--- config.mk ---
export PLATFORM = sky130hd
export DESIGN_NAME = mixsign_mul_core
export DESIGN_NICKNAME = d
export VERILOG_FILES = /design/src/rtl/mulcore_pkg.sv /design/src/rtl/mulcore_operand_reg.sv /design/src/rtl/mulcore_round_reg.sv /design/src/rtl/mulcore_mixed_mult.sv /design/src/rtl/mixsign_mul_core.sv
export SDC_FILE = /design/constraint.sdc
export NUM_CORES = 1
export LEC_CHECK = 0
export BUFFER_PORTS_ARGS = -buffer_cell sky130_fd_sc_hd__buf_2
export CAP_MARGIN = 20
export CORE_AREA = 2 2 166 249
export CTS_BUF_LIST = sky130_fd_sc_hd__clkbuf_8
export DETAILED_ROUTE_END_ITERATION = 10
export DIE_AREA = 0 0 168 251
export PLACE_DENSITY = 0.43
export RECOVER_POWER = 100
export SYNTH_ARGS = -nofsm -noshare
export SYNTH_HDL_FRONTEND = slang
export SYNTH_SLANG_ARGS = --single-unit
--- constraint.sdc ---
create_clock -name clk -period 8.7 [get_ports clk]
set_input_delay 0.87 -clock clk [delete_from_list [all_inputs] [get_ports clk]]
set_output_delay 0.87 -clock clk [all_outputs]
set_load 0.05 [all_outputs]
--- src/rtl/mulcore_pkg.sv ---
package mulcore_pkg;

  // Interpretation of an operand register
  typedef enum logic {
    MODE_UNSIGNED = 1'b0,
    MODE_SIGNED   = 1'b1
  } opmode_e;

endpackage

--- src/rtl/mulcore_operand_reg.sv ---
module mulcore_operand_reg
  import mulcore_pkg::*;
#(
  parameter int W = 16
) (
  input  logic         clk,
  input  logic         rst_n,
  input  logic         load_n,
  input  logic [W-1:0] d_value,
  input  opmode_e      d_mode,
  output logic [W-1:0] q_value,
  output opmode_e      q_mode
);

  logic [W-1:0] value_nx;
  opmode_e      mode_nx;

  always_comb begin
    value_nx = q_value;
    mode_nx  = q_mode;
    if (!load_n) begin
      value_nx = d_value;
      mode_nx  = d_mode;
    end
  end

  always_ff @(posedge clk or negedge rst_n) begin
    if (!rst_n) begin
      q_value <= '0;
      q_mode  <= MODE_UNSIGNED;
    end else begin
      q_value <= value_nx;
      q_mode  <= mode_nx;
    end
  end

  // a blocked register keeps value and mode
  p_hold_operand_r1: assert property (@(posedge clk) disable iff (!rst_n)
    load_n |=> ($stable(q_value) && $stable(q_mode)));

endmodule

--- src/rtl/mulcore_round_reg.sv ---
module mulcore_round_reg (
  input  logic clk,
  input  logic rst_n,
  input  logic a_load_n,
  input  logic b_load_n,
  input  logic rnd_req,
  output logic rnd_q
);

  logic capture;
  logic rnd_nx;

  always_comb begin
    capture = !a_load_n || !b_load_n;
    rnd_nx  = capture ? rnd_req : rnd_q;
  end

  always_ff @(posedge clk or negedge rst_n) begin
    if (!rst_n) rnd_q <= 1'b0;
    else        rnd_q <= rnd_nx;
  end

  p_hold_round_r4: assert property (@(posedge clk) disable iff (!rst_n)
    (a_load_n && b_load_n) |=> $stable(rnd_q));

endmodule

--- src/rtl/mulcore_mixed_mult.sv ---
module mulcore_mixed_mult
  import mulcore_pkg::*;
#(
  parameter int W = 16
) (
  input  logic [W-1:0]   a_value,
  input  opmode_e        a_mode,
  input  logic [W-1:0]   b_value,
  input  opmode_e        b_mode,
  input  logic           rnd,
  output logic [2*W-1:0] product
);

  localparam int PW = 2 * W;

  logic signed [W:0] a_ext;
  logic signed [W:0] b_ext;
  logic [PW-1:0]     prod_raw;
  logic [PW-1:0]     rnd_term;

  always_comb begin
    // fill the extra top bit with the sign only for two's complement operands
    a_ext    = {(a_mode == MODE_SIGNED) & a_value[W-1], a_value};
    b_ext    = {(b_mode == MODE_SIGNED) & b_value[W-1], b_value};
    prod_raw = PW'(a_ext * b_ext);
    rnd_term = {{(W+1){1'b0}}, rnd, {(W-1){1'b0}}};
    product  = prod_raw + rnd_term;
  end

endmodule

--- src/rtl/mixsign_mul_core.sv ---
module mixsign_mul_core
  import mulcore_pkg::*;
#(
  parameter int W = 16
) (
  input  logic           clk,
  input  logic           rst_n,
  input  logic [W-1:0]   a_data,
  input  logic           a_mode,
  input  logic           a_load_n,
  input  logic [W-1:0]   b_data,
  input  logic           b_mode,
  input  logic           b_load_n,
  input  logic           rnd_req,
  output logic [2*W-1:0] product
);

  localparam int PW = 2 * W;

  logic [W-1:0] a_q;
  logic [W-1:0] b_q;
  opmode_e      a_mode_q;
  opmode_e      b_mode_q;
  logic         rnd_q;

  mulcore_operand_reg #(.W(W)) u_a_reg (
    .clk(clk), .rst_n(rst_n), .load_n(a_load_n),
    .d_value(a_data), .d_mode(opmode_e'(a_mode)),
    .q_value(a_q), .q_mode(a_mode_q)
  );

  mulcore_operand_reg #(.W(W)) u_b_reg (
    .clk(clk), .rst_n(rst_n), .load_n(b_load_n),
    .d_value(b_data), .d_mode(opmode_e'(b_mode)),
    .q_value(b_q), .q_mode(b_mode_q)
  );

  mulcore_round_reg u_rnd_reg (
    .clk(clk), .rst_n(rst_n), .a_load_n(a_load_n), .b_load_n(b_load_n),
    .rnd_req(rnd_req), .rnd_q(rnd_q)
  );

  mulcore_mixed_mult #(.W(W)) u_mult (
    .a_value(a_q), .a_mode(a_mode_q),
    .b_value(b_q), .b_mode(b_mode_q),
    .rnd(rnd_q), .product(product)
  );

  // a zero operand with no rounding gives zero
  p_zero_operand_r3: assert property (@(posedge clk) disable iff (!rst_n)
    ((a_q == '0 || b_q == '0) && !rnd_q) |-> (product == '0));

  // a zero operand with rounding leaves only the half-unit
  p_round_only_r5: assert property (@(posedge clk) disable iff (!rst_n)
    ((a_q == '0 || b_q == '0) && rnd_q) |-> (product == PW'(1) << (W-1)));

  // nonzero unsigned A times negative signed B is negative
  p_mixed_sign_r3: assert property (@(posedge clk) disable iff (!rst_n)
    (a_mode_q == MODE_UNSIGNED && a_q != '0 && b_mode_q == MODE_SIGNED &&
     b_q[W-1] && !rnd_q) |-> product[PW-1]);

endmodule

# Word level (Yosys, flattened, before mapping)
# Index checks and enable logic that the tools add are counted.
# word_totals
regBits	35
in_bits	39
output_inout_bits	32
elab_cells	12
# classes
n_addsub	1
n_reduce_logical	3
n_mul	1
bitwise	2
# op_table
op	count
$add 32x16->32	1
$mul 17x17->32	1
$and 1x1->1	2
$logic_not 1->1	2
$logic_or 1x1->1	1

# Depth between registers and ports, before layout
# depth
depth_word	3
mapped_depth	26

# Hierarchy
# Synthesis repeated with hierarchy kept, for this count alone.
# hier_totals
hier_cells	1243
hier_area_um2	11931.4
# by_module_without_submodules
mod	instances	area_per_inst_um2	cells_per_inst	seq_area_each_um2
mulcore_mixed_mult	1	10516.3	1168	0.0
mulcore_operand_reg	2	685.7	36	425.4
mulcore_round_reg	1	43.8	3	25.0

# Least setup slack after synthesis
# Ideal clock, no wire load.
# synth_timing
path_kind	flip-flop to output port
start	register u_a_reg.q_value[15]
end	output product[31]
setup_slack_ns	1.537
t_arrival_ns	6.293
n_path_buf	2
stages_incl_launch_ff	24
path_cell_list	dfrtp_1 buf_2 and2_1 clkbuf_1 nand2_1 inv_1 fa_1 inv_1 fa_1 inv_1 fa_1 fa_1 fa_1 inv_1 fa_1 inv_1 ha_1 a21oi_1 o21ai_0 o21ai_0 o211ai_2 a221oi_1 a21oi_1 xnor2_1
# synth_via
elab_chain_len	3
# synth_lines
element	line	source
from (decl)	mulcore_operand_reg.sv:11	output logic [W-1:0] q_value,
from (signal assigned)	mulcore_operand_reg.sv:32	q_value <= value_nx;
$and 1x1->1	mulcore_mixed_mult.sv:23	a_ext = {(a_mode == MODE_SIGNED) & a_value[W-1], a_value};
$mul 17x17->32 *	mulcore_mixed_mult.sv:25	prod_raw = PW'(a_ext * b_ext);
$add 32x16->32 *	mulcore_mixed_mult.sv:27	product = prod_raw + rnd_term;
to (decl)	mixsign_mul_core.sv:15	output logic [2*W-1:0] product
# Mark *: on every way between the ends. The rest lies on a longest branch, timed or not.

# Final worst setup path
# layout_timing
start	register u_a_reg.q_value[14]
end	output product[31]
# layout_via
elab_chain_len	2
# layout_lines
element	line
$mul 17x17->32	mulcore_mixed_mult.sv:25
$add 32x16->32	mulcore_mixed_mult.sv:27
# No other way between the ends.

==> impl_results.md <==
- Die Width: 168 um
- Average wire per standard cell: 18.81 um
- Placer congestion estimate: 0.8449
- Critical path class: reg -> out
- Setup slack, reg-to-reg: 7.32 ns
- Worst-Skew Late Latency: 0.28 ns
- First-pass GRT wire length: 53920 um
- Predominant post-synthesis flop cell: dfrtp_1
- Residual DRC count: 0
- Hold_buf cts: 0
- CTS tree: done
- CTS buffer count: 5
- Worst Path Arrival: 7.24 ns
- Die area: 0.04217 mm2
- Layout cells sized above 1: 8.824%
- DRT Pass-1 Iters: 4
- Number of synthesized flops with an enable pin: 0
- RSZ-0062 raised after global routing: false
- Largest area contributor in the netlist: fa_1
- Synthesized Nets: 1659
- Initial antenna violation count: 2
- DPL Wire Length: 28740 um
- Min-delay src: u_b_reg.q_mode
- Vias in the first global route: 9488
- Post-route clock skew: 0 ns
- Worst Max-Slew Pin Slew: 1.905 ns
- Slew HR: -26.99%
- WL final: 33850 um
- Hold Path End: u_b_reg.q_mode
- Final period util: 93.25%
- Initial core utilization: 29.64%
- FP Rows: 90
- Hold Path Depth: 1
- Final setup TNS: 0 ns
- Iteration-0 DRC Markers: 277
- Ys async rst share: 100.0%
- Total GRT Usage: 16.82%
- Register area share after synthesis: 7.393%
- Layout overhead on the synthesized area: 7.762%
- Layout Nets: 1695
- Clock transition at path regs: 0.07 ns
- Postcts setup bufs: 0
- Final Hold Viols: 0
- I/O Buffers: 70
- Final min period: 8.112 ns
- Area of the mapped netlist: 0.01185 mm2
- Hold Crit Class: reg -> reg
- Unique masters post-synth: 49
- H-tree levels: 2
- Cells after synthesis: 1256
- Worst r2r src: u_b_reg.q_value[10]
- Synth top area cells: fa_1 48%, inv_1 10%, ha_1 8.6%
- Drt via density: 4.514
- Synth warn: 0
- Outcome: complete, but fails checks
- #FFs+latches synth: 35
- Max Fclk: 123.3 MHz
- Die extent in y: 251 um
- R2r worst-path depth: 2
- Synth top area share: 47.82%
- CP endpoint kind: output port
- Detail Route Antenna Nets: 0
- CTS resizes: 1
- Grt total ovfl: 0
- Max Buffers Root-to-Sink: 2
- Worst-path fanout max: 18
- Clock sinks: 35
- Max_cap viols: 1
- Per-instance average area after synthesis: 9.433 um2
- Final setup violation count: 0
- Slew Limit Fails: 36
- Boundary pin count: 71
- Critical path launch point type: flip-flop
- Root Driver: clkbuf_8
- Core area: 0.03998 mm2
- Top-count cell post-synth: inv_1
- Failing checks: capacitance limit, slew limit
- Req. time, crit path: 7.83 ns
- Commonest cells in the netlist: 317 x inv_1, 283 x fa_1, 146 x nand2_1
- Reg-to-Reg End: u_b_reg.q_value[10]
- Via Count: 8126
- Largest net degree at the start of global routing: 36
==> routing by layer <==
| metal | global-route usage, % | up-vias | routed length [um] |
|---|---|---|---|
| met4 | 5.665 | 0 | 1202 |
| met5 | 0 | - | 0 |
| met1 | 17.94 | 4252 | 11800 |
| met2 | 34.69 | 108 | 20120 |
| met3 | 0.5825 | 43 | 733 |
| li1 | - | 3723 | - |
==> worst max path at each step <==
| stage | slack [ns] | from | cells past startpoint | end |
|---|---|---|---|---|
| 6_report | 0.59 | u_a_reg.q_value[14] | 21 | product[31] |
| 4_1_cts | 0.14 | u_b_reg.q_value[15] | 20 | product[31] |
| 2_1_floorplan | 1.54 | u_a_reg.q_value[15] | 23 | product[31] |
| 3_3_place_gp | 0.22 | u_b_reg.q_value[15] | 20 | product[31] |
| 3_5_place_dp | 0.25 | u_b_reg.q_value[15] | 20 | product[31] |
| 5_1_grt | 0.06 | u_a_reg.q_value[14] | 21 | product[31] |
==> worst max-delay path, cell delays in order (launching register included) <==
cell	delay (ns)
dfrtp_1	0.85
nand2_1	0.17
fa_1	0.58
inv_1	0.06
fa_1	0.54
inv_1	0.05
fa_1	0.56
inv_1	0.08
fa_1	0.49
fa_1	0.49
inv_1	0.05
fa_1	0.47
inv_1	0.04
ha_1	0.39
a22oi_1	0.23
o211ai_1	0.14
a31oi_1	0.48
o211ai_2	0.26
a221oi_1	0.44
a21oi_1	0.14
xnor2_1	0.16
clkbuf_2	0.29
==> sequential cells by signal (all words and copies together), names as in the netlist <==
name,count
u_a_reg.q_value,16
u_b_reg.q_value,16
u_a_reg.q_mode,1
u_b_reg.q_mode,1
u_rnd_reg.rnd_q,1
==> cell type report <==
type | count | area, um2
clock inverters | 1 | 5.005
inverters | 318 | 1194
flip-flops and latches | 35 | 877.1
fillers | 4226 | 27210
well taps | 506 | 633.1
repair buffers | 81 | 401.6
multi-input cells | 851 | 9569
diodes | 2 | 5.005
clock buffers | 6 | 82.58
==> layout by cell type (no fill, tap or decap), types with 2 or more instances in the layout <==
cell type  instances
a21o_1             5
a21oi_1           22
a21oi_2            2
a31oi_1            5
and2_0             3
and2_1           125
and3_1             9
and4_1             2
buf_2             39
buf_4             11
clkbuf_1          25
clkbuf_2           6
clkbuf_8           6
dfrtp_1           34
diode_2            2
fa_1             283
ha_1              81
inv_1            317
mux2_2            33
nand2_1          145
nand2_2            2
nand2b_1           5
nand3_1            6
nand4_1            2
nor2_1            29
nor3_1             6
o211ai_1           3
o21ai_0           13
o21ai_1            3
o21bai_1           2
or2_2              5
or3_1              3
xnor2_1           28
xor2_1            11
==> cells by family (layout without fill, tap and decap cells) <==
family	count (synthesis)	after routing	synth area share, %
flops	35	35	7.393
xor+xnor	39	39	2.883
mux	34	34	3.232
fa+ha+maj	364	364	56.37
other cells	0	2	0
compound gates	69	69	3.802
buf+inv	370	406	11.86
simple gates	345	345	14.46
==> through the flow <==
step           cell area, um2  setup slack [ns]  util, %  hold slack (ns)  cells
4_1_cts                 12790            0.1416    32.00           0.6156   1798
3_5_place_dp            12700            0.2516    31.77           0.5799   1791
5_1_grt                 12770           0.06468    31.94           0.6317   1800
6_report                12770            0.5876    31.94           0.6031   1800
3_3_place_gp            12700            0.2228    31.77           0.5594   1791
2_1_floorplan           11850             1.537        -           0.5025   1256
Power is left out: the tool's default activity adds up to more than one toggle a clock period on the data nets, which glitch-free logic cannot reach.
